--- src/rtl/msr_pkg.sv ---
package msr_pkg;

    localparam int MSR_W = 64;

    localparam int B_SF = 63;
    localparam int B_HV = 60;
    localparam int B_EE = 15;
    localparam int B_PR = 14;
    localparam int B_ME = 12;
    localparam int B_IR = 5;
    localparam int B_DR = 4;
    localparam int B_RI = 1;
    localparam int B_LE = 0;

    typedef enum logic [2:0] {
        OPC_NONE      = 3'd0,
        OPC_RETURN    = 3'd1,
        OPC_MOVE_TO   = 3'd2,
        OPC_MOVE_FROM = 3'd3
    } msr_opc_e;

    typedef enum logic [2:0] {
        ACT_HOLD,
        ACT_RESET,
        ACT_IRQ,
        ACT_RETURN,
        ACT_MT_SHORT,
        ACT_MT_FULL,
        ACT_READ
    } msr_act_e;

    function automatic logic [MSR_W-1:0] span(input int hi, input int lo);
        logic [MSR_W-1:0] m;
        m = '0;
        for (int i = 0; i < MSR_W; i++) begin
            if (i >= lo && i <= hi) m[i] = 1'b1;
        end
        return m;
    endfunction

    function automatic logic [MSR_W-1:0] bitm(input int b);
        return span(b, b);
    endfunction

    localparam logic [MSR_W-1:0] RST_VAL    = bitm(B_SF) | bitm(B_LE);
    localparam logic [MSR_W-1:0] IRQ_SET    = bitm(B_SF) | bitm(B_LE);
    localparam logic [MSR_W-1:0] IRQ_CLR    = bitm(B_EE) | bitm(B_PR) | bitm(B_IR)
                                            | bitm(B_DR) | bitm(B_RI);
    localparam logic [MSR_W-1:0] RET_MASK   = span(63, 31) | span(26, 22) | span(15, 0);
    localparam logic [MSR_W-1:0] FULL_MASK  = span(63, 61) | span(59, 13) | span(11, 1);
    localparam logic [MSR_W-1:0] SHORT_MASK = bitm(B_EE) | bitm(B_RI);
    localparam logic [MSR_W-1:0] PR_FORCE   = bitm(B_EE) | bitm(B_IR) | bitm(B_DR);

endpackage

--- src/rtl/msr_field_merge.sv ---
module msr_field_merge #(
    parameter int W = 64
) (
    input  logic [W-1:0] cur,
    input  logic [W-1:0] src,
    input  logic [W-1:0] mask,
    output logic [W-1:0] merged
);
    for (genvar i = 0; i < W; i++) begin : g_bit
        assign merged[i] = mask[i] ? src[i] : cur[i];
    end
endmodule

--- src/rtl/msr_pr_fixup.sv ---
module msr_pr_fixup #(
    parameter int W      = 64,
    parameter int PR_BIT = 14,
    parameter logic [W-1:0] FORCE = '0
) (
    input  logic [W-1:0] din,
    output logic [W-1:0] dout
);
    always_comb begin
        dout = din;
        if (din[PR_BIT]) dout = din | FORCE;
    end
endmodule

--- src/rtl/msr_action_dec.sv ---
module msr_action_dec
    import msr_pkg::*;
(
    input  logic     rst,
    input  logic     irq_take,
    input  logic     op_valid,
    input  logic [2:0] op_code,
    input  logic     op_l,
    output msr_act_e act
);
    msr_opc_e opc;
    assign opc = msr_opc_e'(op_code);

    always_comb begin
        act = ACT_HOLD;
        if (rst) begin
            act = ACT_RESET;
        end else if (irq_take) begin
            act = ACT_IRQ;
        end else if (op_valid) begin
            unique case (opc)
                OPC_RETURN:    act = ACT_RETURN;
                OPC_MOVE_TO:   act = op_l ? ACT_MT_SHORT : ACT_MT_FULL;
                OPC_MOVE_FROM: act = ACT_READ;
                default:       act = ACT_HOLD;
            endcase
        end
    end
endmodule

--- src/rtl/msr_unit.sv ---
module msr_unit
    import msr_pkg::*;
(
    input  logic              clk,
    input  logic              rst,
    input  logic              irq_take,
    input  logic              op_valid,
    input  logic [2:0]        op_code,
    input  logic              op_l,
    input  logic [MSR_W-1:0]  op_src,
    input  logic [MSR_W-1:0]  sav_addr,
    input  logic [MSR_W-1:0]  sav_msr,
    input  logic [MSR_W-1:0]  dec_val,
    output logic [MSR_W-1:0]  msr_o,
    output logic [MSR_W-1:0]  rd_data_o,
    output logic              redir_o,
    output logic [MSR_W-1:0]  redir_addr_o,
    output logic              dec_irq_o
);
    msr_act_e          act;
    logic [MSR_W-1:0]  msr_q, msr_d;
    logic [MSR_W-1:0]  irq_nxt, ret_raw, ret_nxt, full_raw, full_nxt, short_nxt;

    msr_action_dec u_dec (
        .rst      (rst),
        .irq_take (irq_take),
        .op_valid (op_valid),
        .op_code  (op_code),
        .op_l     (op_l),
        .act      (act)
    );

    msr_field_merge #(.W(MSR_W)) u_m_irq (
        .cur(msr_q), .src(IRQ_SET), .mask(IRQ_SET | IRQ_CLR), .merged(irq_nxt));
    msr_field_merge #(.W(MSR_W)) u_m_ret (
        .cur(msr_q), .src(sav_msr), .mask(RET_MASK), .merged(ret_raw));
    msr_field_merge #(.W(MSR_W)) u_m_full (
        .cur(msr_q), .src(op_src), .mask(FULL_MASK), .merged(full_raw));
    msr_field_merge #(.W(MSR_W)) u_m_short (
        .cur(msr_q), .src(op_src), .mask(SHORT_MASK), .merged(short_nxt));

    msr_pr_fixup #(.W(MSR_W), .PR_BIT(B_PR), .FORCE(PR_FORCE)) u_fx_ret (
        .din(ret_raw), .dout(ret_nxt));
    msr_pr_fixup #(.W(MSR_W), .PR_BIT(B_PR), .FORCE(PR_FORCE)) u_fx_full (
        .din(full_raw), .dout(full_nxt));

    // next-value selection per action
    always_comb begin
        unique case (act)
            ACT_RESET:    msr_d = RST_VAL;
            ACT_IRQ:      msr_d = irq_nxt;
            ACT_RETURN:   msr_d = ret_nxt;
            ACT_MT_SHORT: msr_d = short_nxt;
            ACT_MT_FULL:  msr_d = full_nxt;
            default:      msr_d = msr_q;
        endcase
    end

    // state register
    always_ff @(posedge clk) begin
        msr_q <= msr_d;
    end

    // outputs
    always_comb begin
        msr_o        = msr_q;
        redir_o      = (act == ACT_RETURN);
        redir_addr_o = {sav_addr[MSR_W-1:2], 2'b00};
        rd_data_o    = (act == ACT_READ) ? msr_q : '0;
        dec_irq_o    = msr_q[B_EE] & dec_val[MSR_W-1];
    end

    AST_IRQ_ENTRY: assert property (@(posedge clk) disable iff (rst)
        irq_take |=> (msr_q[B_SF] && msr_q[B_LE] && !msr_q[B_EE] && !msr_q[B_PR]
                      && !msr_q[B_IR] && !msr_q[B_DR] && !msr_q[B_RI]));

    AST_SHORT_ONLY: assert property (@(posedge clk) disable iff (rst)
        (op_valid && !irq_take && op_code == 3'd2 && op_l)
        |=> ((msr_q & ~SHORT_MASK) == ($past(msr_q) & ~SHORT_MASK)));

    AST_FULL_KEEPS: assert property (@(posedge clk) disable iff (rst)
        (op_valid && !irq_take && op_code == 3'd2 && !op_l)
        |=> (msr_q[B_HV] == $past(msr_q[B_HV]) && msr_q[B_ME] == $past(msr_q[B_ME])
             && msr_q[B_LE] == $past(msr_q[B_LE])));

    AST_RET_PARTIAL: assert property (@(posedge clk) disable iff (rst)
        (op_valid && !irq_take && op_code == 3'd1)
        |=> (msr_q[30:27] == $past(msr_q[30:27]) && msr_q[21:16] == $past(msr_q[21:16])));

    AST_PR_FORCE: assert property (@(posedge clk) disable iff (rst)
        (op_valid && !irq_take && (op_code == 3'd1 || (op_code == 3'd2 && !op_l)))
        |=> (!msr_q[B_PR] || (msr_q[B_EE] && msr_q[B_IR] && msr_q[B_DR])));

    AST_INVALID_HOLD: assert property (@(posedge clk) disable iff (rst)
        (!irq_take && (!op_valid || op_code == 3'd0 || op_code > 3'd3))
        |=> $stable(msr_q));
endmodule

--- config.mk ---
export PLATFORM = sky130hd
export DESIGN_NAME = msr_unit
export DESIGN_NICKNAME = d
export VERILOG_FILES = /design/src/rtl/msr_pkg.sv /design/src/rtl/msr_field_merge.sv /design/src/rtl/msr_pr_fixup.sv /design/src/rtl/msr_action_dec.sv /design/src/rtl/msr_unit.sv
export SDC_FILE = /design/constraint.sdc
export NUM_CORES = 1
export LEC_CHECK = 0
export CAP_MARGIN = 15
export CORE_AREA = 4 4 177 179
export CTS_CLUSTER_SIZE = 24
export DETAILED_ROUTE_END_ITERATION = 8
export DIE_AREA = 0 0 181 183
export GPL_TIMING_DRIVEN = 0
export PLACE_DENSITY_LB_ADDON = 0.12
export SYNTH_ARGS = -nofsm -noshare
export SYNTH_HDL_FRONTEND = slang
export SYNTH_SLANG_ARGS = --single-unit
--- constraint.sdc ---
create_clock -name clk -period 3.61 [get_ports clk]
set_input_delay 0.5415 -clock clk [delete_from_list [all_inputs] [get_ports clk]]
set_output_delay 0.5415 -clock clk [all_outputs]
set_load 0.005 [all_outputs]
==> results of run 1 <==
-- per-layer routing --
layer | routed length (um) | vias up
met5 | 8 | -
met4 | 221 | 2
met3 | 1833 | 11
met2 | 9168 | 265
met1 | 7602 | 1696
li1 | - | 1720
-- layout make-up --
| class | instances | share of cell area (%) |
|---|---|---|
| buffer | 84 | 7.704 |
| clock buffer | 9 | 2.944 |
| clock inverter | 6 | 0.9814 |
| inverter | 2 | 0.1145 |
| multi-input combinational | 165 | 15.41 |
| sequential | 64 | 25.12 |
| tap | 390 | 6.379 |
| timing repair buffer | 315 | 41.35 |
-- worst paths after layout --
kind | startpoint | end | cells past startpoint
setup / recovery | irq_take | rd_data_o[39] | 6
hold / removal | rst | msr_o[1] | 2
-- worst max-delay path: cells and delay by family --
| kind | cells | cell delay, ns |
|---|---|---|
| buffers and inverters | 3 | 1.39 |
| and+or+nand+nor | 3 | 0.95 |
-- power breakdown --
group	internal, uW	switching, uW
sequential	867	25.9
combinational	318	127
clock	592	332
-- kinds of logic after synthesis --
family                 count (synthesis)  synth area share (%)
buffers and inverters                 87                 16.16
AOI/OAI and AO/OA                     59                 13.37
other                                  1                0.1022
and+or+nand+nor                      104                 18.00
DFF                                   64                 52.37
-- what timing repair did --
action,in CTS,in global routing
hold buffers,0,0
endpoints found under the setup margin,64,57
pin swaps,0,0
gates resized for setup,7,3
-- metrics by stage --
stage          std cells  area [um^2]  utilization, %  setup TNS (ns)
2_1_floorplan        316         3674               -               0
3_3_place_gp        1020         7305           24.71         -168.46
3_5_place_dp        1021         7336           24.82          -35.24
4_1_cts             1035         7644           25.86               0
5_1_grt             1035         7650           25.88               0
6_report            1035         7650           25.88               0
-- cells in the final DEF (no fill, tap or decap), types with 2 or more instances in the layout --
cell,synthesis,final
nand2b_1,3,3
and3_1,11,11
clkbuf_1,11,5
a21o_1,2,2
edfxtp_1,64,64
and2_1,68,68
clkbuf_2,0,4
clkbuf_16,0,9
nand2_1,4,4
clkinv_1,0,4
bufinv_16,0,2
buf_6,2,2
buf_4,64,64
nor2b_1,3,3
o22ai_1,3,3
conb_1,1,2
o21ai_0,4,4
a22o_1,46,46
nor2_1,6,6
buf_2,8,8
clkdlybuf4s50_1,0,314
==> results.json, run 1 <==
{
  "synthTopCellsByArea": "edfxtp_1, buf_4, and2_1, a22o_1, and3_1",
  "overflow": 0,
  "start_util_pct": 12.41,
  "syn_to_final_growth_pct": 108.5,
  "synth.distinct_cells": 29,
  "tightest_slew_ns": 1.087,
  "antenna_found_initial": 1,
  "dr.pass1.iters": 4,
  "dieHeight_um": 183,
  "power_density_nw_per_um2": 295.6,
  "avgViaCountPerCell": 3.569,
  "multiInputGateArea_um2": 1179,
  "cp_slowest_stage_delay_ns": 0.53,
  "path_cells": "clkdlybuf4s50_1 -> nor3b_2 -> and4b_4 -> clkbuf_1 -> and2_1 -> clkdlybuf4s50_1",
  "ant_nets": 0,
  "clk_pin_slew_ns": 0.06,
  "critPathLaunchType": "input port",
  "crit_top_cell": "clkdlybuf4s50_1",
  "grt_pass1_vias": 4155,
  "maxSlewHeadroom_pct": 27.36,
  "min_period_ns": 3.440,
  "drive_above_1_share_pct": 15.19,
  "dp_slack_ns": -0.8084,
  "n_fill_cell": 3143,
  "endpoint_kind": "output pin",
  "cts_made_buffers": 9,
  "clock.fmax_ghz": 0.2907,
  "synth_ff_type": "edfxtp_1",
  "vias": 3694,
  "htree_levels": 3,
  "drt_iter0_drc": 75,
  "crit_required_ns": 3.07,
  "synth_edf_count": 64,
  "post_cts_buffers": 0,
  "die_area_um2": 33120,
  "die_w_um": 181,
  "regArea_um2": 1922,
  "largest_reg_flops": 64,
  "peakVddDrop_v": 0.0001809,
  "rows": 63,
  "holdWs_ns": 0.8757,
  "coreArea_um2": 29560,
  "grt_max_degree": 29,
  "critPathMaxFanout": 10,
  "grt_first_pass_wirelength_mm": 26.85,
  "wire_per_inst_um": 18.20,
  "routed_wl_mm": 18.83,
  "synth_top_cell_area_share_pct": 52.37,
  "numPortBuffers": 314,
  "slew_viol_final": 0,
  "synth_cells": 315,
  "grt_use_met2_pct": 19.19,
  "synth_top_area_cell": "edfxtp_1",
  "setup_viol": 0,
  "met1_usage_pct": 12.62,
  "netlist_area_um2": 3670,
  "yosysWarnings": 0,
  "status": "complete, no violations",
  "cts_tree": "built",
  "synthArstFlopShare_pct": 0,
  "max_cap_viol_count": 0,
  "cts.sinks": 64,
  "power_uw": 2261,
  "dp_hpwl_mm": 15.34,
  "grt-busiest-layer": "met2",
  "n_antenna_cell": 0,
  "rsz0062_at_grt": "no",
  "finalCritPeriodShare_pct": 95.28,
  "setup_ws_ns": 0.1704,
  "ios": 458,
  "ys_seq_area_share_pct": 52.37,
  "fin_nets": 905,
  "track_usage_pct": 10.86,
  "avgSynthCellArea_um2": 11.65,
  "cts-root-buf": "clkbuf_16",
  "grt_use_met3_pct": 3.768,
  "leakagePower_uw": 0.002886,
  "synth_seq_cells": 64,
  "cp_slowest_cell": "clkdlybuf4s50_1",
  "worstSetupPathType": "input port to output pin",
  "route.detailed.drc": 0,
  "max-clock-path-buffers": 2,
  "synth.cells.most_frequent": "and2_1, buf_4, edfxtp_1",
  "final_hold_viol_count": 0,
  "hold_path.class": "input port to flip-flop",
  "place_congestion": 0.7903,
  "critical_path_arrival_ns": 2.90,
  "post-synth-top-count-cell": "and2_1"
}
Note: power is estimated with default switching activity, not from simulation.
==> run 2, diff against run 1 <==
CELL_PAD_IN_SITES_DETAIL_PLACEMENT = 2   (was not set)
CELL_PAD_IN_SITES_GLOBAL_PLACEMENT = 2   (was not set)
CORE_AREA = not set   (was 4 4 177 179)
CORE_MARGIN = 4   (was not set)
CORE_UTILIZATION = 11   (was not set)
CTS_CLUSTER_DIAMETER = 50   (was not set)
DIE_AREA = not set   (was 0 0 181 183)
==> run 2 against run 1 <==
Effect of this change: sequential share of layout area fell by 0.25 points; die area is 9.7% higher; core utilization fell by 2.3 points; critical path type unchanged; first-iteration DRC count rose by 64%; cell count up 5.3%; cell area up 1.0%; largest power group is now sequential cells; highest routed layer is now met4.
==> results.json, run 2 (synthesized netlist as in run 1, its figures left out) <==
{
  "dp_slack_ns": -0.7415,
  "avgViaCountPerCell": 3.441,
  "cp_slowest_cell": "clkdlybuf4s50_1",
  "critical_path_arrival_ns": 2.86,
  "coreArea_um2": 32700,
  "start_util_pct": 11.22,
  "min_period_ns": 3.404,
  "largest_reg_flops": 64,
  "route.detailed.drc": 0,
  "tightest_slew_ns": 0.9189,
  "max_cap_viol_count": 0,
  "drive_above_1_share_pct": 15.61,
  "power_density_nw_per_um2": 286.9,
  "ant_nets": 0,
  "crit_top_cell": "clkdlybuf4s50_1",
  "critPathLaunchType": "input port",
  "slew_viol_final": 0,
  "finalCritPeriodShare_pct": 94.30,
  "worstSetupPathType": "input port to output pin",
  "post-place-cells": 1074,
  "grt_first_pass_wirelength_mm": 28.55,
  "hold_path.class": "input port to flip-flop",
  "dieHeight_um": 190.7,
  "critPathMaxFanout": 10,
  "dr.pass1.iters": 3,
  "grt_pass1_vias": 4336,
  "cts_resized": 8,
  "endpoint_kind": "output pin",
  "post_cts_buffers": 0,
  "final_hold_viol_count": 0,
  "vias": 3751,
  "cts.sinks": 64,
  "ctsHoldBuffers": 0,
  "htree_levels": 3,
  "place_congestion": 0.6961,
  "grt_max_degree": 27,
  "maxSlewHeadroom_pct": 38.61,
  "antenna_found_initial": 2,
  "cts_made_buffers": 9,
  "drt_iter0_drc": 123,
  "syn_to_final_growth_pct": 110.5,
  "setup_viol": 0,
  "ios": 458,
  "max-clock-path-buffers": 2,
  "rsz0062_at_grt": "no",
  "leakagePower_uw": 0.002895,
  "cp_slowest_stage_delay_ns": 0.55,
  "rows": 66,
  "peakVddDrop_v": 0.0001242,
  "dp_hpwl_mm": 16.86,
  "wire_per_inst_um": 18.78,
  "overflow": 0,
  "final_common_cell": "clkdlybuf4s50_1",
  "status": "complete, no violations",
  "track_usage_pct": 10.62,
  "fin_nets": 906,
  "numPortBuffers": 314,
  "path_cells": "clkdlybuf4s50_1 -> or3b_4 -> or3_4 -> clkinv_2 -> buf_2 -> clkdlybuf4s50_1",
  "die_w_um": 190.7,
  "instances_no_fill": 1090,
  "cts_tree": "built",
  "tns_ns": 0,
  "die_area_um2": 36350,
  "clk_pin_slew_ns": 0.06,
  "cts-root-buf": "clkbuf_16",
  "holdWs_ns": 0.8435,
  "routed_wl_mm": 20.47,
  "crit_required_ns": 3.07,
  "clock.fmax_ghz": 0.2938,
  "setup_ws_ns": 0.2059,
  "layout_common_cells": "clkdlybuf4s50_1, and2_1, buf_4, edfxtp_1, a22o_1"
}
[run 2: path summary, 6_finish.rpt]
kind / startpoint / endpoint / slack (ns) / depth (start not counted)
setup / recovery: irq_take / redir_o / 0.21 / 6
hold / removal: rst / msr_o[1] / 0.84 / 2
[run 2: final cells by class]
| cell class | instances | area (um^2) |
|---|---|---|
| clock buffer | 11 | 232.7 |
| buffer | 84 | 590.6 |
| clock inverter | 5 | 47.55 |
| tap | 442 | 553.0 |
| timing repair buffer | 316 | 3191 |
| antenna | 1 | 2.502 |
| fill | 3642 | 24980 |
| inverter | 2 | 8.758 |
| multi-input combinational | 165 | 1179 |
| sequential | 64 | 1922 |
[run 2: where the power goes]
group          internal [uW]  total, uW  leakage, uW  switching, uW
logic                    322        454      0.00214            132
clock network            529        873     0.000138            344
registers                866        889     0.000620           23.4
total                   1720       2220      0.00290            500
[run 2: stage by stage]
step	instance area (um^2)	util (%)	total power, uW
3_5_place_dp	7428	22.72	1369
5_1_grt	7726	23.63	2346
2_1_floorplan	3674	-	1006
3_3_place_gp	7370	22.54	1360
4_1_cts	7720	23.61	2288
6_report	7726	23.63	2217
[run 2: critical path, delay by kind of cell]
kind	cells	cell delay (ns)
buf+inv	4	1.45
simple gates	2	0.87
[run 2: metal layers]
layer | vias to the layer above | part of all wire, % | track usage (%)
met5 | - | 0 | 0
met4 | 0 | 1.5 | 2.735
met3 | 13 | 11 | 4.742
met2 | 257 | 47 | 18.29
met1 | 1761 | 40 | 12.02
li1 | 1720 | - | -
